### config.mk
export PLATFORM = sky130hd
export DESIGN_NAME = i2c_pin_regs
export DESIGN_NICKNAME = d
export VERILOG_FILES = /design/src/rtl/i2c_pin_pkg.sv /design/src/rtl/i2c_pin_latch.sv /design/src/rtl/i2c_pin_sync.sv /design/src/rtl/i2c_pin_drive.sv /design/src/rtl/i2c_pin_regs.sv
export SDC_FILE = /design/constraint.sdc
export NUM_CORES = 1
export LEC_CHECK = 0
export BUFFER_PORTS_ARGS = -buffer_cell sky130_fd_sc_hd__buf_2
export CORE_AREA = 2 2 45 47
export CTS_BUF_LIST = sky130_fd_sc_hd__clkbuf_8 sky130_fd_sc_hd__clkbuf_16
export DETAILED_ROUTE_END_ITERATION = 16
export DIE_AREA = 0 0 47 49
export PLACE_DENSITY = 0.72
export SLEW_MARGIN = 15
export SYNTH_ARGS = -nofsm -noshare
export SYNTH_HDL_FRONTEND = slang
export SYNTH_SLANG_ARGS = --single-unit
### constraint.sdc
create_clock -name clk -period 1.6 [get_ports clk]
set_input_delay 0.16 -clock clk [delete_from_list [all_inputs] [get_ports clk]]
set_output_delay 0.16 -clock clk [all_outputs]
set_load 0.05 [all_outputs]
### src/rtl/i2c_pin_pkg.sv
package i2c_pin_pkg;
  localparam int ADDR_W   = 12;
  localparam int DATA_W   = 32;
  localparam int NPINS    = 2;
  localparam int SYNC_LEN = 2;
  localparam int PIN_SCL  = 0;
  localparam int PIN_SDA  = 1;
  localparam logic [ADDR_W-1:0] OFF_SET = 12'h000;
  localparam logic [ADDR_W-1:0] OFF_CLR = 12'h004;
  localparam logic [NPINS-1:0]  LATCH_RST = '1;
endpackage

### src/rtl/i2c_pin_latch.sv
module i2c_pin_latch
  import i2c_pin_pkg::*;
(
  input  logic              clk,
  input  logic              rst,
  input  logic              set_en,
  input  logic              clr_en,
  input  logic              rd_en,
  input  logic [NPINS-1:0]  mask,
  output logic [NPINS-1:0]  q
);
  always_ff @(posedge clk) begin
    if (rst)         q <= LATCH_RST;
    else if (set_en) q <= q | mask;
    else if (clr_en) q <= q & ~mask;
  end

  AST_SET_ORS: assert property (@(posedge clk) disable iff (rst)
    set_en |=> ((q & $past(mask)) == $past(mask)));
  AST_CLR_KEEPS: assert property (@(posedge clk) disable iff (rst)
    clr_en |=> ((q & $past(mask)) == '0 && (q & ~$past(mask)) == ($past(q) & ~$past(mask))));
  AST_IDLE_HOLD: assert property (@(posedge clk) disable iff (rst)
    (!set_en && !clr_en) |=> $stable(q));
  AST_READ_QUIET: assert property (@(posedge clk) disable iff (rst)
    (rd_en && !set_en && !clr_en) |=> $stable(q));
endmodule

### src/rtl/i2c_pin_sync.sv
module i2c_pin_sync
  import i2c_pin_pkg::*;
#(
  parameter int STAGES = SYNC_LEN
) (
  input  logic clk,
  input  logic rst,
  input  logic din,
  output logic dout
);
  logic [STAGES-1:0] sr;
  always_ff @(posedge clk) begin
    if (rst) sr <= '1;
    else begin
      sr[0] <= din;
      for (int k = 1; k < STAGES; k++) sr[k] <= sr[k-1];
    end
  end
  assign dout = sr[STAGES-1];
endmodule

### src/rtl/i2c_pin_drive.sv
module i2c_pin_drive
  import i2c_pin_pkg::*;
(
  input  logic             clk,
  input  logic             rst,
  input  logic [NPINS-1:0] lat,
  output logic [NPINS-1:0] oe
);
  // Pin g follows its latch bit after g+1 clocks, so lower-numbered pins update first.
  for (genvar g = 0; g < NPINS; g++) begin : g_pin
    logic [g:0] chain;
    always_ff @(posedge clk) begin
      if (rst) chain <= '0;
      else begin
        chain[0] <= ~lat[g];
        for (int k = 1; k <= g; k++) chain[k] <= chain[k-1];
      end
    end
    assign oe[g] = chain[g];
  end

  AST_RST_RELEASED: assert property (@(posedge clk)
    $past(rst) |-> (oe == '0));
endmodule

### src/rtl/i2c_pin_regs.sv
module i2c_pin_regs
  import i2c_pin_pkg::*;
(
  input  logic              clk,
  input  logic              rst,
  input  logic [ADDR_W-1:0] bus_addr,
  input  logic              bus_wen,
  input  logic              bus_ren,
  input  logic [NPINS-1:0]  bus_wdata,
  output logic [DATA_W-1:0] bus_rdata,
  output logic              scl_oe,
  output logic              sda_oe,
  input  logic              sda_in
);
  logic             hit_set, hit_clr, hit_stat;
  logic [NPINS-1:0] lat, oe;
  logic             sda_s;
  logic [DATA_W-1:0] rd_word;

  assign hit_set  = bus_wen && (bus_addr == OFF_SET);
  assign hit_clr  = bus_wen && (bus_addr == OFF_CLR);
  assign hit_stat = (bus_addr == OFF_SET);

  i2c_pin_latch u_latch (
    .clk(clk), .rst(rst), .set_en(hit_set), .clr_en(hit_clr),
    .rd_en(bus_ren), .mask(bus_wdata), .q(lat)
  );

  i2c_pin_sync #(.STAGES(SYNC_LEN)) u_sync (
    .clk(clk), .rst(rst), .din(sda_in), .dout(sda_s)
  );

  i2c_pin_drive u_drive (
    .clk(clk), .rst(rst), .lat(lat), .oe(oe)
  );

  assign scl_oe = oe[PIN_SCL];
  assign sda_oe = oe[PIN_SDA];

  always_comb begin
    rd_word = '1;
    if (hit_stat) begin
      rd_word = '0;
      rd_word[0] = lat[PIN_SCL];
      rd_word[1] = sda_s;
    end
  end

  always_ff @(posedge clk) begin
    if (rst)          bus_rdata <= '0;
    else if (bus_ren) bus_rdata <= rd_word;
  end

  AST_BAD_READ_ONES: assert property (@(posedge clk) disable iff (rst)
    (bus_ren && bus_addr != OFF_SET) |=> (bus_rdata == '1));
  AST_STAT_UPPER_ZERO: assert property (@(posedge clk) disable iff (rst)
    (bus_ren && bus_addr == OFF_SET) |=> (bus_rdata[DATA_W-1:2] == '0));
  AST_SCL_BIT_MATCH: assert property (@(posedge clk) disable iff (rst)
    (bus_ren && bus_addr == OFF_SET) |=> (bus_rdata[0] == $past(lat[PIN_SCL])));
  AST_BAD_WRITE_KEEPS: assert property (@(posedge clk) disable iff (rst)
    (bus_wen && bus_addr != OFF_SET && bus_addr != OFF_CLR) |=> $stable(lat));
endmodule

Word level (Yosys, flattened, before mapping)
Cells that the tools add are included.
{"block": "word_totals", "ff_bits": 39, "in_bits": 19, "out_inout_bits": 34}
{"block": "op_classes", "n_eq_ne": 1, "muxes": 3, "n_bitwise": 5, "reduce_logical": 4}
{"operator": "32-bit 2-to-1 mux", "count": 1}
{"operator": "12-bit by 3-bit == test with 1-bit output (second input constant)", "count": 1}
{"operator": "12-bit zero test", "count": 1}
{"operator": "2-bit 2-to-1 mux", "count": 2}
{"operator": "2-bit AND", "count": 1}
{"operator": "1-bit logical AND", "count": 2}
{"operator": "1-bit NOT", "count": 2}
{"operator": "2-bit NOT", "count": 1}
{"operator": "2-bit bitwise OR", "count": 1}
{"operator": "2-bit nonzero test", "count": 1}

Logic depth before layout (Yosys ltp)
Gate-level depths: netlist of run 1.
{"block": "logic_depth", "ltp_word": 4, "depth_mapped": 3}

Cells and area by module
A second synthesis of run 1 with hierarchy kept.
{"block": "unflattened", "hier_cells": 67, "hier_area_um2": 599.3}
{"mod": "i2c_pin_regs", "n_inst": 1, "cells_per_inst": 49, "area_per_inst_um2": 390.4, "seq_area_each_um2": 60.1}
{"mod": "i2c_pin_drive", "n_inst": 1, "cells_per_inst": 8, "area_per_inst_um2": 88.8, "seq_area_each_um2": 60.1}
{"mod": "i2c_pin_latch", "n_inst": 1, "cells_per_inst": 6, "area_per_inst_um2": 67.6, "seq_area_each_um2": 40.0}
{"mod": "i2c_pin_sync", "n_inst": 1, "cells_per_inst": 4, "area_per_inst_um2": 52.6, "seq_area_each_um2": 40.0}

Worst setup path before layout of run 1
Ideal clock, no wire load.
{"block": "synth_timing", "path_type": "reg-to-output", "from": "register bus_rdata[30] (netlist name)", "to": "output bus_rdata[10]", "arrival_time_ns": 1.428, "required_time_ns": 1.440, "setup_slack_ns": 0.012, "stages_incl_launch_ff": 2, "n_path_buf": 1, "cell_sequence": "dfxtp_1 -> buf_4"}
{"element": "to (decl)", "line_no": "i2c_pin_regs.sv:10", "text": "output logic [DATA_W-1:0] bus_rdata,"}

==> results_dict.tcl, run 1 <==
set metrics [dict create \
    cts_sinks 10 \
    design.portCount 53 \
    start_util 0.334 \
    die_h_um 49 \
    critPathMaxFanout 30 \
    syn_area_sq_um 616 \
    finalSetupViolations 0 \
    hold_path_class "primary input to flop" \
    num_rows 16 \
    seq_area_frac_synth 0.325 \
    arrival_ns 1.08 \
    hpwlAfterDp_um 830 \
    cts-htree-levels 1 \
    fillers 203 \
    synth_xor_area_frac 0 \
    fp.dieW_um 47 \
    grt_pass1_vias 389 \
    area_delta_synth_final_pct 19.7 \
    ir_drop_uv 400 \
    dr.pass1.iters 2 \
    ys_ff_latch 10 \
    min_period_over_period 0.773 \
    synthAdderAreaFrac 0 \
    slew_headroom 0.819 \
    finalWeightedCongestion 0.708 \
    antenna_found_initial 0 \
    hold_viol 0 \
    overflow 0 \
    startpoint_type "flop" \
    power.density_mw_per_mm2 1110 \
    crit_type "flop to primary output" \
    synth.distinct_cells 17 \
    viasPerCell 4.09 \
    status "complete, no violations" \
    synth_area_leaders "buf_4 (35%), dfxtp_1 (33%), nor4_4 (6.9%), or4_4 (3.7%), mux2i_1 (3.3%)" \
    finClkSkew_ns 0.00145 \
    synth-simple-area-share 0.246 \
    synth_top_family_by_area "buffers and inverters" \
    clock_path_buffers 2 \
    rsz0062_at_grt "no" \
    post-cts-setup-buffer-count 0 \
    portBuffers 52 \
    slew_viol_final 0 \
    worstSetupEndpointType "primary output" \
    syn_area_per_cell_sq_um 9.47 \
    fin_area_sq_um 737 \
    die_area_sq_mm 0.00230 \
    place_area_sq_um 696 \
    synth_compound_area_frac 0.0244 \
    vias 483 \
    wl_um 959 \
    synth_top_area_frac 0.354 \
    nets 112 \
    synthCells 65 \
    cts_buffers 3 \
    grt_pass1_wl_um 1500 \
    max_freq_mhz 808 \
    cts_hold_buf 0 \
    worstMarginPinSlew_ns 0.269 \
    syn_nets 84 \
    drc 0 \
    drive_above_1_share 0.692 \
    drtAntennaViolNets 0 \
    grt_max_degree 31 \
    period_minus_slack_ns 1.24 \
    p_total_uw 821 \
    postCtsResizedCells 0 \
    final.setup.tns_ns 0 \
    final_core_util 0.400 \
    power.leakage_nw 0.410 \
    critPathRequiredTime_ns 1.44 \
    insertion_delay_ns 0.23 \
    maxCapViolations 0 \
    drt_iter0_drc 1 \
    clk_pin_slew_ns 0.04 \
    cts_root_buf "clkbuf_8" \
    wl_per_cell_um 8.13 \
    coreArea_sq_mm 0.00184 \
    groute.usage.overall 0.0970 \
    antenna_cells 0 \
    ys_warn_count 0 \
    synth_mux_area_frac 0.0325 \
    synth_top_area_cell "buf_4" \
    cts_tree "done" \
]
[cells in the final DEF (no fill, tap or decap)]
cell       n
nor2_1     5
buf_2     52
inv_1      2
nor4_2     1
mux2i_1    2
or4_4      2
nand2_1    2
or2_2      1
or3_4      1
or2_1      1
clkbuf_8   3
buf_4      1
dfxtp_1   10
nand2b_1   1
nor3_1     1
nor4_4     2
a211oi_1   2
nor2b_1    2
[report_power, final]
group	internal, mW	switching, mW	leakage (nW)	total, mW
combinational	0.0642	0.248	0.306	0.312
clock	0.163	0.0841	0.0216	0.248
sequential	0.258	0.00333	0.0821	0.261
total	0.486	0.335	0.410	0.821
[cells by family after synthesis]
family                 Yosys count
AOI/OAI and AO/OA                2
buffers and inverters           32
DFF                             10
muxes                            2
and+or+nand+nor                 19
[synthesized netlist by cell type]
master	count
or3_4	1
nand2_1	2
buf_4	29
or2_1	1
inv_1	2
dfxtp_1	10
nand2b_1	1
nor4_4	2
mux2i_1	2
nor2b_1	2
or2_2	1
clkbuf_1	1
or4_4	2
a211oi_1	2
nor2_1	5
nor4_2	1
nor3_1	1
[through the flow]
stage | hold WS, ns | cells | worst slack (ns)
after global placement | 0.347 | 115 | 0.188
after floorplan | 0.264 | 65 | 0.0122
after detailed placement | 0.355 | 115 | 0.140
after global routing | 0.133 | 118 | 0.246
final | 0.126 | 118 | 0.363
after CTS | 0.119 | 118 | 0.336
[layer usage]
metal / vias to the layer above / global-route usage / wire, um
met5: - / 0 / 0
met4: 0 / 0.111 / 27
met3: 2 / 0.0333 / 158
met2: 50 / 0.155 / 426
met1: 197 / 0.0790 / 347
li1: 234 / - / -
[worst paths after layout]
| kind | start | endpoint | slack [ns] | cells after the start |
|---|---|---|---|---|
| setup / recovery | bus_rdata[30] | bus_rdata[9] | 0.36 | 2 |
| hold / removal | sda_in | u_sync.sr[0] | 0.13 | 2 |
| setup reg to reg | bus_rdata[1] | bus_rdata[1] | 0.93 | 2 |
| hold reg to reg | flop | u_drive.g_pin[1].chain[0] | 0.40 | 1 |
[layout make-up]
type	instances	area, sq um	share of cell area
repair buffers	53	268	0.363
flip-flops and latches	10	200	0.272
multi-input cells	23	186	0.253
clock buffers	3	41.3	0.0560
well taps	27	33.8	0.0458
inverters	2	7.51	0.0102
[worst max-delay path: stages (launching register included)]
cell     delay (ns)
dfxtp_1        0.33
buf_4          0.22
buf_2          0.30
(Power assumes the default switching activity.)
==> inputs of run 2 (changes only) <==
- ABC_AREA: unset -> 1
- CORE_AREA: 2 2 45 47 -> 2 2 47 49
- DIE_AREA: 0 0 47 49 -> 0 0 49 51
- clock period: 1.6 -> 1.1 ns (I/O delays scaled with it)
==> run 2 against run 1 <==
- the run now ends with setup timing left
- count of clock-buffer cells in the layout is 1 higher
- cell count grew 25%
- critical path type unchanged
- area after synthesis is 6.7% higher
- register-to-register slack lost 0.59 ns
- clock skew is 0.00053 ns higher
- flip-flop and latch count is the same
- via count up 21%
- die area up 8.5%
==> results_dict.tcl, run 2 <==
set metrics [dict create \
    status "complete, but fails checks" \
    violations "setup timing" \
    hpwlAfterDp_um 851 \
    place_area_sq_um 733 \
    path_buf_inv 1 \
    period_minus_slack_ns 1.11 \
    ir_drop_uv 608 \
    fin_area_sq_um 788 \
    slew_viol_final 0 \
    synth-edff-count 0 \
    synthCells 93 \
    power.leakage_nw 0.481 \
    wl_um 1050 \
    worstMarginPinSlew_ns 0.252 \
    clock_path_buffers 2 \
    layout_common_cells "buf_2 (52), inv_1 (14), nor2_1 (14)" \
    finalSetupViolations 30 \
    die_h_um 51 \
    drc 0 \
    cts_tree "done" \
    grt_pass1_wl_um 1660 \
    cts_buffers 3 \
    r2r_cells 4 \
    cp_slowest_cell "dfxtp_4" \
    synth_top_area_cell "buf_4" \
    worstHoldPathCells 2 \
    postCtsResizedCells 0 \
    syn_area_sq_um 657 \
    num_rows 17 \
    power.density_mw_per_mm2 1640 \
    synth_top_area_frac 0.331 \
    groute.usage.overall 0.0898 \
    ys_warn_count 0 \
    r2r_end "bus_rdata[30]" \
    async_flop_share 0 \
    viasPerCell 3.98 \
    hold_viol 0 \
    clk_pin_slew_ns 0.05 \
    reg2reg_slack_ns 0.34 \
    cts-htree-levels 1 \
    postLayoutSetupSlackWorst_ns -0.00848 \
    syn_area_per_cell_sq_um 7.06 \
    cp_top_family "flip-flops" \
    wl_per_cell_um 7.14 \
    portBuffers 52 \
    area_delta_synth_final_pct 20.0 \
    ys_ff_latch 10 \
    slew_headroom 0.833 \
    cts_sinks 10 \
    drive_above_1_share 0.513 \
    fp.dieW_um 49 \
    critPathMaxFanout 31 \
    antenna_found_initial 0 \
    hold_start "sda_in" \
    critPathRequiredTime_ns 0.99 \
    min_to "u_sync.sr[0]" \
    synth.distinct_cells 12 \
    dr.pass1.iters 3 \
    syn_nets 112 \
    hold_path_class "primary input to flop" \
    cts_hold_buf 0 \
    crit_type "flop to primary output" \
    drt_iter0_drc 2 \
    post-cts-setup-buffer-count 0 \
    min_period_over_period 1.01 \
    nets 139 \
    overflow 0 \
    finClkSkew_ns 0.00199 \
    crit_chain "buf_2" \
    cts_root_buf "clkbuf_8" \
    startpoint_type "flop" \
    worstSetupEndpointType "primary output" \
    coreArea_sq_mm 0.00206 \
    grt_max_degree 32 \
    antenna_cells 0 \
    rr_startpoint "bus_rdata[30]" \
    post-place-ws_ns 0.205 \
    mostFrequentLayoutCell "buf_2" \
    die_area_sq_mm 0.00250 \
    insertion_delay_ns 0.24 \
    design.portCount 53 \
    finalWeightedCongestion 0.658 \
    grt_pass1_vias 425 \
    arrival_ns 1.00 \
    drtAntennaViolNets 0 \
    seq_area_frac_synth 0.305 \
    max_freq_mhz 902 \
    maxCapViolations 0 \
    synthTopCellsByCount "buf_4 (29), inv_1 (14), nor2_1 (14)" \
    vias 585 \
    rsz0062_at_grt "yes" \
    start_util 0.318 \
    crit_path_max_incr_delay_ns 0.46 \
    yosys.cell_count.top_type "buf_4" \
    synth_area_leaders "buf_4 (33%), dfxtp_1 (30%), inv_1 (8.0%), nor2_1 (8.0%), nand2_1 (7.4%)" \
    ys.flop_type "dfxtp_1" \
]
-- run 2: logic make-up after synthesis --
kind of cell / Yosys count / share of synthesized area
buf+inv: 44 / 0.419
simple gates: 39 / 0.276
flops: 10 / 0.305
-- run 2: how the worst max path moves through the flow --
stage / start / endpoint / slack, ns / depth (start not counted)
floorplan: bus_rdata[30] / bus_rdata[10] / 0.17 / 1
global placement: bus_addr[5] / flop / 0.24 / 7
detailed placement: bus_addr[11] / flop / 0.20 / 7
CTS: bus_rdata[30] / bus_rdata[24] / -0.03 / 1
global route: bus_rdata[30] / bus_rdata[13] / -0.06 / 1
finish: bus_rdata[30] / bus_rdata[13] / -0.008 / 1
-- run 2: per-stage QoR --
| step | utilization | setup TNS (ns) | power (mW) | instances | hold WS, ns |
|---|---|---|---|---|---|
| after floorplan | - | 0 | 0.836 | 93 | 0.214 |
| after global placement | 0.355 | 0 | 0.841 | 143 | 0.297 |
| after detailed placement | 0.355 | 0 | 0.843 | 143 | 0.294 |
| after CTS | 0.382 | -0.731 | 1.31 | 147 | 0.0466 |
| after global routing | 0.382 | -1.64 | 1.34 | 147 | 0.0456 |
| final | 0.382 | -0.190 | 1.29 | 147 | 0.0545 |
-- run 2: area by class of cell --
class	count	area, sq um
Timing Repair Buffer	52	260
Sequential cell	10	204
Multi-Input combinational cell	39	181
Clock buffer	4	55.1
Fill cell	215	1270
Tap cell	28	35.0
Inverter	14	52.6
-- run 2: report_power, final --
group,internal [mW],switching [mW]
Sequential,0.374,0.0160
Combinational,0.0912,0.353
Clock,0.314,0.142
Total,0.780,0.511
-- run 2: metal layers --
layer | up-vias | track usage | routed length, um
met5 | - | 0 | 0
met4 | 0 | 0.0714 | 24
met3 | 3 | 0.0380 | 176
met2 | 51 | 0.160 | 467
met1 | 230 | 0.0802 | 381
li1 | 301 | - | -
==> inputs of run 3 (changes only) <==
- ABC_AREA: 1 -> unset
- BUFFER_PORTS_ARGS: -buffer_cell sky130_fd_sc_hd__buf_2 -> -buffer_cell sky130_fd_sc_hd__buf_4
- CTS_CLUSTER_SIZE: unset -> 8
- PLACE_DENSITY: 0.72 -> 0.69
==> run 3 against run 2 <==
- the run now ends clean
- register-to-register slack lost 0.02 ns
- clock power is essentially flat
- wire length grew 9.3%
- non-clock buffer count grew 3
- fmax grew 0.92%
==> results_dict.tcl, run 3 (same netlist as run 1, synthesis figures left out) <==
set metrics [dict create \
    status "complete, no violations" \
    drtAntennaViolNets 0 \
    finalSetupViolations 0 \
    crit_chain "buf_6, or4_4, nor4_4, mux2i_1" \
    power.density_mw_per_mm2 1460 \
    num_rows 17 \
    fillers 181 \
    cts-htree-levels 1 \
    critPathMaxFanout 2 \
    postLayoutSetupSlackWorst_ns 0.00165 \
    grt_max_degree 17 \
    dp_cells 115 \
    p_sw_uw 518 \
    nets 114 \
    antenna_cells 0 \
    area_delta_synth_final_pct 54.3 \
    cts_buffers 3 \
    insertion_delay_ns 0.24 \
    hold_path_class "primary input to flop" \
    design.portCount 53 \
    cts_tree "done" \
    worstMarginPinSlew_ns 0.245 \
    die_h_um 51 \
    antenna_found_initial 0 \
    post-place-ws_ns -0.293 \
    start_util 0.298 \
    place_area_sq_um 832 \
    pwr-share-clk 0.328 \
    finClkSkew_ns 0.00141 \
    hpwlAfterDp_um 975 \
    overflow 0 \
    coreArea_sq_mm 0.00206 \
    cts_sinks 10 \
    fin_area_sq_um 950 \
    layout_common_cells "buf_4 (49), dfxtp_1 (9), nor2_1 (5)" \
    worstSetupEndpointType "flop" \
    grt_pass1_vias 494 \
    slew_viol_final 0 \
    clk_pin_slew_ns 0.05 \
    viasPerCell 4.25 \
    die_area_sq_mm 0.00250 \
    finalWeightedCongestion 0.715 \
    period_minus_slack_ns 1.10 \
    p_comb_frac 0.396 \
    cts_root_buf "clkbuf_8" \
    drc 0 \
    cp_slowest_cell "or4_4" \
    portBuffers 52 \
    min_period_over_period 0.998 \
    grt_pass1_wl_um 1860 \
    max_freq_mhz 910 \
    power.leakage_nw 0.484 \
    mostFrequentLayoutCell "buf_4" \
    crit_type "primary input to flop" \
    p_sw_frac 0.374 \
    ir_drop_uv 861 \
    cts_hold_buf 0 \
    slew_headroom 0.835 \
    finalNonFillerCells 122 \
    intPower_uw 866 \
    fp.dieW_um 49 \
    clock_path_buffers 2 \
    crit_path_max_incr_delay_ns 0.56 \
    drt_iter0_drc 1 \
    drive_above_1_share 0.713 \
    pwr-share-seq 0.276 \
    maxCapViolations 0 \
    hold_viol 0 \
    vias 518 \
    wl_um 1150 \
    rsz0062_at_grt "yes" \
    wl_per_cell_um 9.40 \
    arrival_ns 1.27 \
    dr.pass1.iters 2 \
    p_total_mw 1.38 \
    critPathRequiredTime_ns 1.27 \
    startpoint_type "primary input" \
    groute.usage.overall 0.0989 \
]
## run 3: cell count changes in the layout (fill, tap and decap cells not counted), moves of 3 or more
cell	delta
buf_4	+49
nor2_1	-9
buf_2	-52
nand4_1	-4
inv_1	-12
nor4_4	+3
buf_6	+4
nand2_1	-11
## run 3: what timing repair did
item,in CTS,in global routing
resized for setup,4,0
endpoints found under the setup margin,31,5
pin swaps,2,0
setup buffers,3,0
## run 3: layout make-up
| class | count | area [sq um] | area share |
|---|---|---|---|
| Multi-Input combinational cell | 23 | 195 | 0.206 |
| Sequential cell | 10 | 204 | 0.215 |
| Timing Repair Buffer | 55 | 453 | 0.477 |
| Inverter | 2 | 7.51 | 0.00791 |
| Clock buffer | 4 | 55.1 | 0.0580 |
| Tap cell | 28 | 35.0 | 0.0369 |
## run 3: path summary, 6_finish.rpt
path              slack (ns)           from            end  cells after the start
hold reg to reg         0.41   u_sync.sr[0]   u_sync.sr[1]                      1
hold / removal          0.06         sda_in   u_sync.sr[0]                      2
setup reg to reg        0.32  bus_rdata[30]  bus_rdata[30]                      3
setup / recovery       0.002    bus_addr[5]           flop                      4
## run 3: routing by layer
metal,routed length [um],vias up,GRT usage,part of all wire
met5,0,-,0,0
met4,27,0,0.0810,0.024
li1,-,239,-,-
met1,356,225,0.0845,0.31
met2,582,52,0.189,0.51
met3,179,2,0.0292,0.16
## run 3: through the flow
step	hold slack, ns	setup TNS [ns]	utilization
2_1_floorplan	0.214	-0.358	-
3_3_place_gp	0.296	-1.08	0.403
3_5_place_dp	0.298	-1.17	0.403
4_1_cts	0.0533	-0.00506	0.460
5_1_grt	0.0621	-0.167	0.460
6_report	0.0563	0	0.460
## run 3: power groups by stage
| stage | Clock, mW | Combinational, mW | Sequential, mW |
|---|---|---|---|
| 5_1_grt | 0.478 | 0.568 | 0.382 |
| 6_report | 0.454 | 0.548 | 0.382 |
| 4_1_cts | 0.466 | 0.552 | 0.381 |
| 3_5_place_dp | 0 | 0.507 | 0.404 |
| 3_3_place_gp | 0 | 0.504 | 0.403 |
| 2_1_floorplan | 0 | 0.407 | 0.427 |
## run 3: critical path: cells and delay by family
family / cells / cell delay, ns
and+or+nand+nor: 2 / 0.87
buffers and inverters: 1 / 0.09
muxes: 1 / 0.20
